[config.mk]
export PLATFORM = sky130hd
export DESIGN_NAME = io_route_node
export DESIGN_NICKNAME = d
export VERILOG_FILES = /design/src/rtl/io_route_pkg.sv /design/src/rtl/io_route_win.sv /design/src/rtl/io_route_pick.sv /design/src/rtl/io_route_node.sv
export SDC_FILE = /design/constraint.sdc
export NUM_CORES = 1
export LEC_CHECK = 0
export BUFFER_PORTS_ARGS = -buffer_cell sky130_fd_sc_hd__buf_2
export CAP_MARGIN = 15
export CORE_ASPECT_RATIO = 2
export CORE_MARGIN = 2
export CORE_UTILIZATION = 45
export DETAILED_ROUTE_END_ITERATION = 8
export PLACE_DENSITY = 0.67
export SLEW_MARGIN = 20
export SYNTH_ARGS = -nofsm -noshare
export SYNTH_HDL_FRONTEND = slang
export SYNTH_SLANG_ARGS = --single-unit
[constraint.sdc]
create_clock -name clk -period 5.2 [get_ports clk]
set_clock_uncertainty 0.15 [all_clocks]
set_input_delay 0.52 -clock clk [delete_from_list [all_inputs] [get_ports clk]]
set_output_delay 0.52 -clock clk [all_outputs]
set_load 0.02 [all_outputs]
[src/rtl/io_route_pkg.sv]
package io_route_pkg;
   typedef enum logic [1:0] {
      CMD_WR  = 2'd0,
      CMD_RD  = 2'd1,
      CMD_RPL = 2'd2
   } cmd_e;

   localparam logic SP_IO  = 1'b0;
   localparam logic SP_MEM = 1'b1;

   typedef enum logic [1:0] {
      ST_IDLE = 2'd0,
      ST_WAIT = 2'd1,
      ST_RPL  = 2'd2
   } rt_state_e;

   localparam logic [7:0] MISS_DATA = 8'hFF;
endpackage

[src/rtl/io_route_win.sv]
module io_route_win
   import io_route_pkg::*;
#(
   parameter int NWIN = 4,
   parameter int AW   = 16,
   parameter int SW   = 3
) (
   input  logic            clk,
   input  logic            rst_n,
   input  logic            cfg_we,
   input  logic [SW-1:0]   cfg_sel,
   input  logic [AW-1:0]   cfg_base,
   input  logic [AW-1:0]   cfg_limit,
   input  logic            cfg_en,
   input  logic            req_space,
   input  logic [AW-1:0]   req_addr,
   output logic [NWIN-1:0] hit
);
   if (NWIN < 1) begin : g_bad_nwin
      $error("io_route_win: NWIN must be at least 1");
   end

   for (genvar g = 0; g < NWIN; g++) begin : g_win
      logic [AW-1:0] base_q;
      logic [AW-1:0] lim_q;
      logic          en_q;

      always_ff @(posedge clk) begin
         if (!rst_n) begin
            base_q <= '0;
            lim_q  <= '0;
            en_q   <= 1'b0;
         end else if (cfg_we && cfg_sel == SW'(g)) begin
            base_q <= cfg_base;
            lim_q  <= cfg_limit;
            en_q   <= cfg_en;
         end
      end

      assign hit[g] = en_q && (req_space == SP_IO) &&
                      (req_addr >= base_q) && (req_addr <= lim_q);
   end
endmodule

[src/rtl/io_route_pick.sv]
module io_route_pick #(
   parameter int N  = 4,
   parameter int IW = (N > 1) ? $clog2(N) : 1
) (
   input  logic [N-1:0]  hit,
   output logic          any,
   output logic [IW-1:0] idx
);
   always_comb begin
      idx = '0;
      for (int i = N - 1; i >= 0; i--) begin
         if (hit[i]) idx = IW'(i);
      end
   end

   assign any = |hit;
endmodule

[src/rtl/io_route_node.sv]
module io_route_node
   import io_route_pkg::*;
#(
   parameter int NPORT = 4,
   parameter int AW    = 16,
   parameter int DW    = 8,
   parameter int ZW    = 2,
   parameter int IW    = (NPORT > 1) ? $clog2(NPORT) : 1,
   parameter int SW    = $clog2(NPORT + 1)
) (
   input  logic                clk,
   input  logic                rst_n,
   input  logic                cfg_we,
   input  logic [SW-1:0]       cfg_sel,
   input  logic [AW-1:0]       cfg_base,
   input  logic [AW-1:0]       cfg_limit,
   input  logic [IW-1:0]       cfg_port,
   input  logic                cfg_en,
   input  logic                up_req_valid,
   output logic                up_req_ready,
   input  logic [1:0]          up_req_cmd,
   input  logic                up_req_space,
   input  logic [AW-1:0]       up_req_addr,
   input  logic [ZW-1:0]       up_req_size,
   input  logic [DW-1:0]       up_req_data,
   output logic [NPORT-1:0]    dn_req_valid,
   input  logic [NPORT-1:0]    dn_req_ready,
   output logic [1:0]          dn_req_cmd,
   output logic                dn_req_space,
   output logic [AW-1:0]       dn_req_addr,
   output logic [ZW-1:0]       dn_req_size,
   output logic [DW-1:0]       dn_req_data,
   input  logic [NPORT-1:0]    dn_rpl_valid,
   output logic [NPORT-1:0]    dn_rpl_ready,
   input  logic [2*NPORT-1:0]  dn_rpl_cmd,
   input  logic [DW*NPORT-1:0] dn_rpl_data,
   output logic                up_rpl_valid,
   input  logic                up_rpl_ready,
   output logic [1:0]          up_rpl_cmd,
   output logic                up_rpl_space,
   output logic [AW-1:0]       up_rpl_addr,
   output logic [ZW-1:0]       up_rpl_size,
   output logic [DW-1:0]       up_rpl_data
);
   if (NPORT < 1 || NPORT > 4) begin : g_bad_nport
      $error("io_route_node: NPORT must be 1 to 4");
   end
   if (DW < 8) begin : g_bad_dw
      $error("io_route_node: DW must hold the miss byte");
   end

   logic [NPORT-1:0] hit;
   logic             hit_any;
   logic [IW-1:0]    hit_idx;

   io_route_win #(.NWIN(NPORT), .AW(AW), .SW(SW)) u_win (
      .clk(clk), .rst_n(rst_n), .cfg_we(cfg_we), .cfg_sel(cfg_sel),
      .cfg_base(cfg_base), .cfg_limit(cfg_limit), .cfg_en(cfg_en),
      .req_space(up_req_space), .req_addr(up_req_addr), .hit(hit)
   );

   io_route_pick #(.N(NPORT), .IW(IW)) u_pick (
      .hit(hit), .any(hit_any), .idx(hit_idx)
   );

   // default entry
   logic [IW-1:0] dflt_port_q;
   logic          dflt_en_q;

   always_ff @(posedge clk) begin
      if (!rst_n) begin
         dflt_port_q <= '0;
         dflt_en_q   <= 1'b0;
      end else if (cfg_we && cfg_sel == SW'(NPORT)) begin
         dflt_port_q <= cfg_port;
         dflt_en_q   <= cfg_en && (int'(cfg_port) < NPORT);
      end
   end

   // route decision
   rt_state_e     st_q;
   logic [IW-1:0] tgt_q;
   logic          cap_space_q;
   logic [AW-1:0] cap_addr_q;
   logic [ZW-1:0] cap_size_q;
   logic [DW-1:0] cap_data_q;

   logic          is_rd, is_wr, rt_ok, fwd, accept;
   logic [IW-1:0] rt_port;

   assign is_rd   = (up_req_cmd == CMD_RD);
   assign is_wr   = (up_req_cmd == CMD_WR);
   assign rt_ok   = hit_any || dflt_en_q;
   assign rt_port = hit_any ? hit_idx : dflt_port_q;
   assign fwd     = (is_rd || is_wr) && rt_ok;

   always_comb begin
      dn_req_valid = '0;
      if (up_req_valid && st_q == ST_IDLE && fwd) dn_req_valid[rt_port] = 1'b1;
   end

   assign up_req_ready = (st_q == ST_IDLE) && (fwd ? dn_req_ready[rt_port] : 1'b1);
   assign accept       = up_req_valid && up_req_ready;

   assign dn_req_cmd   = up_req_cmd;
   assign dn_req_space = up_req_space;
   assign dn_req_addr  = up_req_addr;
   assign dn_req_size  = up_req_size;
   assign dn_req_data  = up_req_data;

   // outstanding read tracking
   logic          tgt_valid;
   logic [1:0]    tgt_cmd;
   logic [DW-1:0] tgt_data;

   assign tgt_valid = dn_rpl_valid[tgt_q];
   assign tgt_cmd   = dn_rpl_cmd[tgt_q*2 +: 2];
   assign tgt_data  = dn_rpl_data[tgt_q*DW +: DW];

   always_ff @(posedge clk) begin
      if (!rst_n) begin
         st_q        <= ST_IDLE;
         tgt_q       <= '0;
         cap_space_q <= SP_IO;
         cap_addr_q  <= '0;
         cap_size_q  <= '0;
         cap_data_q  <= '0;
      end else begin
         unique case (st_q)
            ST_IDLE: begin
               if (accept && is_rd) begin
                  cap_space_q <= up_req_space;
                  cap_addr_q  <= up_req_addr;
                  cap_size_q  <= up_req_size;
                  if (fwd) begin
                     tgt_q <= rt_port;
                     st_q  <= ST_WAIT;
                  end else begin
                     cap_data_q <= DW'(MISS_DATA);
                     st_q       <= ST_RPL;
                  end
               end
            end
            ST_WAIT: begin
               if (tgt_valid && tgt_cmd == CMD_RPL) begin
                  cap_data_q <= tgt_data;
                  st_q       <= ST_RPL;
               end
            end
            ST_RPL: begin
               if (up_rpl_ready) st_q <= ST_IDLE;
            end
            default: st_q <= ST_IDLE;
         endcase
      end
   end

   always_comb begin
      dn_rpl_ready = '0;
      if (st_q == ST_WAIT) dn_rpl_ready[tgt_q] = 1'b1;
   end

   assign up_rpl_valid = (st_q == ST_RPL);
   assign up_rpl_cmd   = CMD_RPL;
   assign up_rpl_space = cap_space_q;
   assign up_rpl_addr  = cap_addr_q;
   assign up_rpl_size  = cap_size_q;
   assign up_rpl_data  = cap_data_q;

   // checks
   p_one_dest_r2: assert property (@(posedge clk) disable iff (!rst_n)
      $onehot0(dn_req_valid));

   p_stall_r7: assert property (@(posedge clk) disable iff (!rst_n)
      (up_rpl_valid || dn_rpl_ready != '0) |-> !up_req_ready);

   p_rpl_src_r8: assert property (@(posedge clk) disable iff (!rst_n)
      $onehot0(dn_rpl_ready));

   p_write_posted_r9: assert property (@(posedge clk) disable iff (!rst_n)
      (accept && is_wr) |=> !up_rpl_valid);

   p_miss_ff_r5: assert property (@(posedge clk) disable iff (!rst_n)
      (accept && is_rd && !fwd) |=> (up_rpl_valid && up_rpl_data == DW'(MISS_DATA)));

   p_hold_rpl_r10: assert property (@(posedge clk) disable iff (!rst_n)
      (up_rpl_valid && !up_rpl_ready) |=>
         (up_rpl_valid && $stable(up_rpl_data) && $stable(up_rpl_addr) &&
          $stable(up_rpl_space) && $stable(up_rpl_size)));

   p_read_opens_r7: assert property (@(posedge clk) disable iff (!rst_n)
      (accept && is_rd) |=> !up_req_ready);
endmodule

==> run metrics <==
DRC 0; RSZ-0062 raised after global routing false; layout cells sized above 1 17.0%; CP Data Arrival Time 3.67 ns; met2 WL 16.3 mm; number of post-CTS setup repair buffers 0; Buffers on Ports 169; area fraction of the dominant cell type after synthesis 33.6%; crit path cell chain buf_2 -> inv_1 -> ha_1 -> nand2b_1 -> a211oi_1 -> nor3_1 -> o2111ai_1 -> a21oi_2 -> or2_1 -> o31a_2 -> o211a_2 -> and2_4 -> nor3_1 -> buf_2; Metal-1 WL 10.6 mm; Tcrit/Tclk final 83.5%; CP endpoint up_req_ready; Core Area 0.0216 mm2; clock sinks 166; drt first pass iters 5; Clk Latency, worst-skew pair 0.44 ns; Synth Warn # 0; Synth Instances 1,272; Detail Placement HPWL 22.7 mm; worst min path class input port to register; clk buf depth 2; slowest stage cell, crit path o2111ai_1; top sig layer met4; GP Congestion 0.908; fill cell count 2,084; number of routed nets with antenna violations 0; stages on the worst setup path 14; Setup crit start up_req_addr[0]; Max stage delay on crit path 0.47 ns; Synth cell types 65; EDFF count, synth 0; Synth area leaders dfxtp_1 34%, ha_1 16%, nand2_1 13%; area grow syn2layout 13.5%; Root Buffer clkbuf_16; io pins 188; sequential cell area fraction in the yosys report 33.6%; vias in the first global route 8,797; Die Width 109 um; post-route setup TNS 0 ns; Avg Cell Area, Syn 7.78 um2; origin of the critical flop-to-flop path u_win.g_win[3].lim_q[5]; Avg Vias per Cell 5.43; syn_nets 1,520; Fmax 230 MHz; maxcap violations 0; kind of critical path input port to primary output; Async SR Flop Fraction 0%; global-route wire length before repair 47.0 mm; routed len/inst 18.4 um; final wirelength 30.5 mm; Rel. slew slack 40.3%; power density cells 267 mW/mm2; effective utilization at floorplan 45.8%; placed insts 1,630; row count 76; Resize count post-CTS 0; Final Hold Fails 0; hold_buf cts 0; grt ovf 0; fin crit period 4.34 ns; via count 9,020; WP data required 4.53 ns; leakage power 4.33 nW; outcome finished, final reports clean; initial antenna violation count 1; final net count 1,624; reg2reg setup slack 1.53 ns; TritonCTS clock tree built; die area 0.0233 mm2; Die Ht 214 um; dominant cell type by area after synthesis dfxtp_1; Total Routing Usage GR 27.0%; CTS H-tree depth 4; Setup crit end kind primary output; total CTS buffers 17; 1st-iter DRT viols 432; Worst Path Max Fanout 8; worst slew pin tran 0.895 ns; nature of the critical path startpoint input port; Cell Count, Final, Fillers Out 1,660; FF+latch count, synth 166; Reg2Reg Capture Point up_rpl_addr[3]; fin. max-slew vios 0; CP bufs+invs 3; # setup viols final 0; clk slew on worst S/H paths 0.07 ns; Largest delay share family, worst path compound AO/OA/AOI/OAI gates; Peak VDD IR 197 uV; largest net degree at the start of global routing 76; DR WL met3 1.74 mm; Primary FF master, synth dfxtp_1; worst reg2reg path depth 13; synthesized area 0.00989 mm2
## stage by stage
| stage | cell area (um2) | total power, mW | hold slack, ns | setup slack, ns | utilization (%) |
|---|---|---|---|---|---|
| 6_report | 11200 | 3.00 | 0.183 | 0.857 | 52.0 |
| 3_3_place_gp | 10700 | 1.76 | 0.287 | 0.873 | 49.4 |
| 4_1_cts | 11200 | 3.01 | 0.173 | 0.881 | 52.0 |
| 3_5_place_dp | 10700 | 1.77 | 0.293 | 0.886 | 49.4 |
| 5_1_grt | 11200 | 3.12 | 0.180 | 0.695 | 52.0 |
| 2_1_floorplan | 9890 | 1.61 | 0.282 | 1.43 | - |
## sequential cells by signal (all words and copies together), names as in the netlist, 2 cells and up
| signal | count |
|---|---|
| dflt_port_q | 2 |
| st_q | 2 |
| tgt_q | 2 |
| u_win.g_win.base_q | 64 |
| u_win.g_win.en_q | 4 |
| u_win.g_win.lim_q | 64 |
| up_rpl_addr | 16 |
| up_rpl_data | 8 |
| up_rpl_size | 2 |
## cell usage in the layout, fill, tap and decap left out, types with 12 or more instances in the layout
cell	n
a21oi_1	180
nor3_1	12
o21ai_0	18
nand4_1	19
ha_1	128
dfxtp_1	166
buf_2	169
nand2_1	335
nand3_1	14
inv_1	126
mux2i_1	22
nor2b_1	18
clkbuf_16	17
nor3b_1	12
nor2_1	24
## logic make-up (layout without fill, tap and decap cells)
logic type | Yosys count | in the layout | share of synthesized area, %
AO/OA/AOI/OAI | 256 | 256 | 15.1
multiplexers | 30 | 30 | 4.05
adder cells (fa/ha/maj) | 128 | 128 | 16.2
AND/OR/NAND/NOR | 474 | 474 | 21.5
other | 2 | 3 | 0.0759
buffers and inverters | 216 | 330 | 9.53
flip-flops | 166 | 166 | 33.6
## synthesized netlist by cell type (15+ instances only)
cell type / instances
o21ai_0: 18
clkbuf_1: 52
inv_1: 127
nand4_1: 19
dfxtp_1: 166
mux2i_1: 22
nor2_1: 25
nand3_1: 15
nand2_1: 335
nor2b_1: 18
ha_1: 128
buf_4: 31
a21oi_1: 181
## area by class of cell
type	instances	area, um2	share of cell area [%]
clock buffers	20	457	4.07
inverters	127	479	4.27
diodes	1	2.50	0.0223
flip-flops and latches	166	3320	29.6
well taps	273	342	3.04
clock inverters	9	104	0.924
multi-input cells	890	5640	50.2
repair buffers	174	883	7.86
## worst min-delay path by stage
stage	startpoint	to	slack [ns]	cells after the start
finish	up_req_size[1]	up_rpl_size[1]	0.18	3
global route	up_req_size[0]	up_rpl_size[0]	0.18	3
CTS	up_req_size[1]	up_rpl_size[1]	0.17	3
detailed placement	u_win.g_win[2].en_q	u_win.g_win[2].en_q	0.29	2
global placement	u_win.g_win[2].en_q	u_win.g_win[2].en_q	0.29	2
floorplan	u_win.g_win[2].en_q	u_win.g_win[2].en_q	0.28	2
## tightest hold or removal path: cells and delay by family
family / cells / cell delay (ns)
mux: 1 / 0.06
simple gates: 1 / 0.05
buf+inv: 1 / 0.10
## where the power goes
group	switching, mW	internal [mW]
sequential	0.0165	1.30
combinational	0.272	0.153
clock	0.536	0.722
## layer usage
metal | GRT usage, % | vias to the layer above
li1 | - | 4434
met1 | 27.3 | 4202
met2 | 49.8 | 306
met3 | 5.29 | 78
met4 | 16.6 | 0
met5 | 0 | -
No activity file was read; power rests on OpenSTA's default activity.
